--- config.mk ---
export PLATFORM = sky130hd
export DESIGN_NAME = dbg_evt_resp_ctrl
export DESIGN_NICKNAME = d
export VERILOG_FILES = /design/src/rtl/dbgresp_pkg.sv /design/src/rtl/dbgresp_edge_det.sv /design/src/rtl/dbgresp_status.sv /design/src/rtl/dbgresp_core_ctrl.sv /design/src/rtl/dbg_evt_resp_ctrl.sv
export SDC_FILE = /design/constraint.sdc
export NUM_CORES = 1
export LEC_CHECK = 0
export ABC_AREA = 1
export CORE_MARGIN = 8
export CORE_UTILIZATION = 40
export CTS_BUF_LIST = sky130_fd_sc_hd__clkbuf_4 sky130_fd_sc_hd__clkbuf_8 sky130_fd_sc_hd__clkbuf_16
export CTS_CLUSTER_SIZE = 10
export DETAILED_ROUTE_END_ITERATION = 6
export PLACE_DENSITY = 0.82
export SLEW_MARGIN = 20
export SYNTH_ARGS = -nofsm -noshare
export SYNTH_HDL_FRONTEND = slang
export SYNTH_HIERARCHICAL = 1
export SYNTH_SLANG_ARGS = --single-unit
--- constraint.sdc ---
create_clock -name clk -period 3.4 [get_ports clk]
set_input_delay 0.68 -clock clk [delete_from_list [all_inputs] [get_ports clk]]
set_output_delay 0.68 -clock clk [all_outputs]
set_load 0.02 [all_outputs]
--- src/rtl/dbgresp_pkg.sv ---
package dbgresp_pkg;

    localparam int STS_W   = 2;
    localparam int EVT_BIT = 0;
    localparam int IMP_BIT = 1;

    typedef enum logic [1:0] {
        ACT_NONE  = 2'd0,
        ACT_STOP  = 2'd1,
        ACT_INTR  = 2'd2,
        ACT_DEFER = 2'd3
    } act_e;

    typedef struct packed {
        logic ext_dbg;
        logic wait_dbg;
        logic int_dbg;
        logic trace_dbg;
    } mode_t;

    // Response to a recognised request; stop modes outrank internal mode.
    function automatic act_e pick_action(mode_t m, logic irq_en, logic busy);
        if (busy)                    return ACT_NONE;
        if (m.ext_dbg || m.wait_dbg) return ACT_STOP;
        if (m.int_dbg && irq_en)     return ACT_INTR;
        if (m.int_dbg)               return ACT_DEFER;
        return ACT_NONE;
    endfunction

endpackage

--- src/rtl/dbgresp_edge_det.sv ---
module dbgresp_edge_det (
    input  logic clk,
    input  logic rst,
    input  logic lvl_i,
    output logic rise_o
);
    logic lvl_q;

    always_ff @(posedge clk) begin
        if (rst) lvl_q <= 1'b0;
        else     lvl_q <= lvl_i;
    end

    assign rise_o = lvl_i & ~lvl_q;
endmodule

--- src/rtl/dbgresp_status.sv ---
module dbgresp_status
    import dbgresp_pkg::*;
(
    input  logic             clk,
    input  logic             rst,
    input  logic             set_evt_i,
    input  logic             set_imp_i,
    input  logic             clr_we_i,
    input  logic [STS_W-1:0] clr_mask_i,
    input  logic             arm_i,
    input  logic             fire_i,
    output logic [STS_W-1:0] sts_o,
    output logic             pend_o
);
    logic [STS_W-1:0] set_v;

    always_comb begin
        set_v          = '0;
        set_v[EVT_BIT] = set_evt_i;
        set_v[IMP_BIT] = set_imp_i;
    end

    for (genvar b = 0; b < STS_W; b++) begin : g_bit
        always_ff @(posedge clk) begin
            if (rst)                            sts_o[b] <= 1'b0;
            else if (set_v[b])                  sts_o[b] <= 1'b1;
            else if (clr_we_i && clr_mask_i[b]) sts_o[b] <= 1'b0;
        end
    end

    // Deferred interrupt marker; new arming wins over a same-cycle clear.
    always_ff @(posedge clk) begin
        if (rst)                                      pend_o <= 1'b0;
        else if (arm_i)                               pend_o <= 1'b1;
        else if (clr_we_i && clr_mask_i[EVT_BIT])     pend_o <= 1'b0;
        else if (fire_i)                              pend_o <= 1'b0;
    end
endmodule

--- src/rtl/dbgresp_core_ctrl.sv ---
module dbgresp_core_ctrl
    import dbgresp_pkg::*;
#(
    parameter int PC_W = 32
) (
    input  logic            clk,
    input  logic            rst,
    input  act_e            act_i,
    input  logic            fire_i,
    input  logic            trace_hit_i,
    input  logic            resume_i,
    input  logic            ack_i,
    input  logic [PC_W-1:0] pc_i,
    output logic            halt_o,
    output logic [PC_W-1:0] halt_pc_o,
    output logic            resume_o,
    output logic            irq_o,
    output logic [PC_W-1:0] save_o,
    output logic            trace_o
);
    always_ff @(posedge clk) begin
        if (rst) begin
            halt_o    <= 1'b0;
            halt_pc_o <= '0;
            resume_o  <= 1'b0;
            irq_o     <= 1'b0;
            save_o    <= '0;
            trace_o   <= 1'b0;
        end else begin
            resume_o <= 1'b0;
            trace_o  <= trace_hit_i;
            if (halt_o && resume_i) begin
                halt_o   <= 1'b0;
                resume_o <= 1'b1;
            end
            if (irq_o && ack_i) irq_o <= 1'b0;
            unique case (act_i)
                ACT_STOP: begin
                    halt_o    <= 1'b1;
                    halt_pc_o <= pc_i;
                end
                ACT_INTR: begin
                    irq_o  <= 1'b1;
                    save_o <= pc_i;
                end
                default: ;
            endcase
            if (fire_i) begin
                irq_o  <= 1'b1;
                save_o <= pc_i;
            end
        end
    end
endmodule

--- src/rtl/dbg_evt_resp_ctrl.sv ---
module dbg_evt_resp_ctrl
    import dbgresp_pkg::*;
#(
    parameter int PC_W = 32
) (
    input  logic            clk,
    input  logic            rst,
    input  logic            dbg_req_i,
    input  logic            resume_i,
    input  logic            mode_ext_i,
    input  logic            mode_wait_i,
    input  logic            mode_int_i,
    input  logic            mode_trace_i,
    input  logic            dbg_irq_en_i,
    input  logic [PC_W-1:0] next_pc_i,
    input  logic            irq_ack_i,
    input  logic            sts_clr_we_i,
    input  logic [1:0]      sts_clr_i,
    output logic            halt_o,
    output logic [PC_W-1:0] halt_pc_o,
    output logic            resume_o,
    output logic            irq_req_o,
    output logic [PC_W-1:0] save_addr_o,
    output logic [1:0]      sts_o,
    output logic            trace_evt_o
);
    logic  req_rise;
    logic  busy;
    logic  pend;
    logic  fire;
    logic  clr_evt;
    act_e  act;
    mode_t modes;

    assign modes   = '{ext_dbg: mode_ext_i, wait_dbg: mode_wait_i,
                       int_dbg: mode_int_i, trace_dbg: mode_trace_i};
    assign busy    = halt_o | irq_req_o;
    assign clr_evt = sts_clr_we_i & sts_clr_i[EVT_BIT];
    assign act     = req_rise ? pick_action(modes, dbg_irq_en_i, busy) : ACT_NONE;
    assign fire    = pend & dbg_irq_en_i & sts_o[EVT_BIT] & ~clr_evt & ~busy & ~req_rise;

    dbgresp_edge_det u_edge (
        .clk    (clk),
        .rst    (rst),
        .lvl_i  (dbg_req_i),
        .rise_o (req_rise)
    );

    dbgresp_status u_sts (
        .clk        (clk),
        .rst        (rst),
        .set_evt_i  (req_rise),
        .set_imp_i  (act == ACT_DEFER),
        .clr_we_i   (sts_clr_we_i),
        .clr_mask_i (sts_clr_i),
        .arm_i      (act == ACT_DEFER),
        .fire_i     (fire),
        .sts_o      (sts_o),
        .pend_o     (pend)
    );

    dbgresp_core_ctrl #(.PC_W(PC_W)) u_core (
        .clk         (clk),
        .rst         (rst),
        .act_i       (act),
        .fire_i      (fire),
        .trace_hit_i (req_rise & modes.trace_dbg),
        .resume_i    (resume_i),
        .ack_i       (irq_ack_i),
        .pc_i        (next_pc_i),
        .halt_o      (halt_o),
        .halt_pc_o   (halt_pc_o),
        .resume_o    (resume_o),
        .irq_o       (irq_req_o),
        .save_o      (save_addr_o),
        .trace_o     (trace_evt_o)
    );
endmodule

Word-level counts from Yosys, hierarchy flattened --
Cells that the tools add are included.
Operators by class: eq/ne operators 3, mux-type cells 34, bitwise logic cells 13, reductions and logical operators 12
Operators with widths (count):
- two-way mux 32 bit | 2
- two-way mux 1 bit | 23
- two-way mux 2 bit | 9
- bitwise AND 1 bit | 8
- nonzero test 2 bit | 4
- nonzero test 3 bit | 2
- logical AND 1 bit | 5
- == test 2 bit, second input constant | 2
- inverter 1 bit | 4
- == test 2 x 1 -> 1 bit, second input constant | 1
- logical OR 1 bit | 1
- OR 1 bit | 1
Word-level totals: bits in registers 72, bits of input ports 45, output and inout bits 70

Depth between registers and ports, before layout --
word-level depth 16, gate-level depth with buffers 12, depth with buffers taken out 11

Modules after synthesis --
The synthesis kept the hierarchy.
By module, submodules not included:
- dbgresp_core_ctrl | instances 1, cells each 369, area each 2700.1 um^2
- dbgresp_status | instances 1, cells each 13, area each 117.6 um^2
- dbg_evt_resp_ctrl | instances 1, cells each 21, area each 102.6 um^2
- dbgresp_edge_det | instances 1, cells each 4, area each 31.3 um^2

Least setup slack after synthesis --
Ideal clock, no wire load.
path kind in2reg, start input dbg_req_i, end register u_core.save_o[10], data arrival time 1741 ps, required time 3285 ps, slack 1544 ps, stages on the path 12, cells stage by stage inv_1 -> nor2_1 -> inv_2 -> nor2_4 -> o21a_1 -> inv_2 -> nand2_2 -> buf_6 -> buf_6 -> nand3_1 -> nand2_1 -> nor2_1
On the way: cells in the longest elaborated chain, start to end 4
Ends and longest elaborated chain:
- from (decl) | line dbg_evt_resp_ctrl.sv:8 | input logic dbg_req_i,
- bitwise AND 1 bit | line dbgresp_edge_det.sv:14 | assign rise_o = lvl_i & ~lvl_q;
- named net req_rise | line dbg_evt_resp_ctrl.sv:27 | logic req_rise;
- two-way mux 2 bit | line dbg_evt_resp_ctrl.sv:39 | assign act = req_rise ? pick_action(modes, dbg_irq_en_i, busy) : ACT_NONE;
- named net act[0] | line dbg_evt_resp_ctrl.sv:32 | act_e act;
- == test 2 bit | line dbgresp_core_ctrl.sv:37 | unique case (act_i)
- nonzero test 2 bit (no source line)
- to (signal assigned) | line dbgresp_core_ctrl.sv:44 | save_o <= pc_i;
- to (signal assigned) | line dbgresp_core_ctrl.sv:50 | save_o <= pc_i;
- to (decl) | line dbgresp_core_ctrl.sv:18 | output logic [PC_W-1:0] save_o,
The timed path passes the listed nets, and every way through them passes these cells. A chain may end at the register's enable or synchronous reset.

Final worst setup path --
start input dbg_req_i, end register u_core.save_o[4]
Same word-level chain as after synthesis.

==> impl_metrics.tcl <==
set metrics [dict create \
    synthXorXnorAreaFrac 0 \
    yosys_warnings 6 \
    worstPathRequired_ns 3.62 \
    hold_violations 0 \
    cts.sinks 72 \
    r2r_start "u_edge/lvl_q" \
    synth_compound_gate_area_share 0.121 \
    die_height_um 102 \
    crit_type "in2reg" \
    rr_endpoint "u_core/save_o[4]" \
    power_mw 1.88 \
    antenna_found_initial 0 \
    slew_violations 0 \
    clk_latency_ns 0.34 \
    hpwl_mm 5.96 \
    fp.dieW_um 102 \
    root_buffer "clkbuf_8" \
    top_layer_used "met4" \
    drive_above_1_share 0.0718 \
    post-cts-setup-buffer-count 0 \
    grt.total_usage 0.158 \
    gp_congestion 0.753 \
    path_buf_inv 5 \
    post_synth.cell_area_avg_um2 7.25 \
    initial_core_util 0.409 \
    routed_wl_mm 8.19 \
    grt_pass1_wl_mm 13.2 \
    drtIter0Drc 122 \
    clkSlewWorstSetupHoldPaths_ns 0.07 \
    synthAdderAreaFrac 0 \
    muxShareOfSynthArea 0 \
    worstHoldEndpoint "u_core/resume_o" \
    yosys.area_share.simple 0.265 \
    regToRegSetupSlack_ns 1.53 \
    fp.coreArea_um2 7210 \
    min-delay-start "u_core/halt_o" \
    grt_setup_unrepaired "no" \
    cts_tree "yes" \
    critPathTopFamily "buffers and inverters" \
    max_slew_margin 0.421 \
    cp_slowest_cell "clkdlybuf4s50_1" \
    grt-ovfl-total 0 \
    seq_area_frac_synth 0.488 \
    met3WireLength_um 568 \
    slowest_delay_ns 0.45 \
    fmax_ghz 0.414 \
    synthCells 407 \
    clk_path_buf_depth 2 \
    rows 31 \
    cp-start-kind "input port" \
    fin_setup_tns_ns 0 \
    cts_resized 0 \
    synth_nets 452 \
    rr_worst_depth 10 \
    min_path_type "reg2reg" \
    port_buffers 114 \
    synth_top_area_frac 0.488 \
    tightestPinTransition_ns 0.869 \
    fin_hold_ws_ns 0.469 \
    pin_count 115 \
    nets 555 \
    postCtsHoldBufs 0 \
    h-tree-depth 3 \
    synth_cell_types 21 \
    finalSetupViolCount 0 \
    path_max_fanout 46 \
    grt_max_degree 59 \
    timing.final.crit_share 0.710 \
    max-vdd-ir-drop_uv 214 \
    synth_seq_cells 72 \
    cap_violations 0 \
    outcome "finished clean" \
    fin_skew_ns 0.00949 \
    utilization 0.593 \
    dieArea_um2 10400 \
    powerDensity_nw_per_um2 439 \
    dr_total_vias 2899 \
    wire_per_inst_um 13.3 \
    period_minus_slack_ns 2.41 \
    drc 0 \
    ant_nets 0 \
    diodes 0 \
    vias_per_cell 4.72 \
    area_delta_synth_final_pct 44.8 \
    wl_met1_mm 3.53 \
    synthTopCellsByArea "dfxtp_1, nor2_1, inv_1" \
    syn_area_um2 2950 \
    cp-end-kind "flop" \
    min_path_cells 2 \
    leakage_nw 1.83 \
    grt_pass1_vias 2780 \
    synth_top_family_by_area "simple AND/OR/NAND/NOR gates" \
    path_cells "clkdlybuf4s50_1 -> inv_1 -> nor2_1 -> inv_2 -> nor2_4 -> o21a_1 -> inv_2 -> nand2_2 -> buf_12 -> nand3_1 -> nand2_1 -> nor2_1" \
    worst_ep_arrival_time_ns 2.63 \
    cts-buffers-inserted 9 \
    wl_met2_mm 3.95 \
    first_pass_iters 4 \
    yosys.area.top_type "dfxtp_1" \
]
[worst max-delay path by stage]
stage,endpoint,slack [ns],cells past startpoint,from
after CTS,u_core/save_o[20],1.01,12,dbg_req_i
after global placement,u_core/save_o[6],0.75,12,dbg_req_i
after floorplan,u_core/save_o[10],1.54,12,dbg_req_i
after global routing,u_core/save_o[9],0.82,12,dbg_req_i
after detailed placement,u_core/save_o[12],0.65,12,dbg_req_i
final,u_core/save_o[4],0.99,12,dbg_req_i
[placed cells by master (no fill, tap or decap), types with 5 or more instances in the layout]
cell	n
nor2_1	103
nand2_2	5
inv_2	5
nand2_1	41
dfxtp_1	72
a21oi_1	33
clkdlybuf4s50_1	114
nand3_1	34
o21ai_0	32
inv_1	46
clkbuf_8	10
[registers in the layout (all words and copies together) (netlist names)]
| register | count |
|---|---|
| u_sts/pend_o | 1 |
| u_edge/lvl_q | 1 |
| u_core/save_o | 32 |
| u_core/halt_pc_o | 32 |
| u_core/trace_o | 1 |
| u_core/halt_o | 1 |
| u_sts/sts_o | 2 |
| u_core/resume_o | 1 |
| u_core/irq_o | 1 |
[Yosys cell counts]
cell type  instances
clkbuf_2           1
buf_2             12
buf_4              5
nand3_1           34
nand3_2            1
nand2_2            5
inv_2              4
nor2_1           103
nand2_1           41
o21a_1             1
clkbuf_1           3
buf_6              6
dfxtp_1           72
nor3_1             1
a21oi_2            2
nor2_4             1
a21oi_1           33
o22ai_1            1
inv_1             47
o21ai_0           32
nor2_2             2
[kinds of logic after synthesis]
group / Yosys count
AOI/OAI and AO/OA: 69
buffers and inverters: 78
DFF: 72
and+or+nand+nor: 188
[worst register-to-register path: stages (launching register included)]
cell	delay [ns]
dfxtp_1	0.30
nor2_1	0.24
inv_2	0.09
nor2_4	0.12
o21a_1	0.17
inv_2	0.04
nand2_2	0.30
buf_12	0.25
nand3_1	0.13
nand2_1	0.07
nor2_1	0.05
[routing by layer]
metal | vias to the layer above | GRT usage
met5 | - | 0
li1 | 1471 | -
met2 | 88 | 0.268
met4 | 0 | 0.0598
met3 | 9 | 0.0443
met1 | 1331 | 0.186
[cell type report]
cell class | count | area [µm²]
sequential | 72 | 1440
timing repair buffer | 119 | 1200
multi-input combinational | 257 | 1140
tap | 99 | 124
clock buffer | 11 | 145
inverter | 51 | 191
clock inverter | 5 | 32.5
fill | 676 | 2940
[report_power, final]
part / switching [mW] / leakage [nW] / total (mW) / internal, mW
combinational: 0.183 / 1.16 / 0.351 / 0.168
sequential: 0.0252 / 0.588 / 0.917 / 0.892
clock: 0.318 / 0.0848 / 0.609 / 0.291
[metrics by stage]
step	instance area, µm²	std cells	setup slack [ns]
final	4280	614	0.987
after global routing	4280	614	0.819
after CTS	4280	614	1.01
after detailed placement	4100	598	0.648
after global placement	4100	598	0.745
after floorplan	2950	407	1.54
Note: power is estimated with default switching activity, not from simulation.
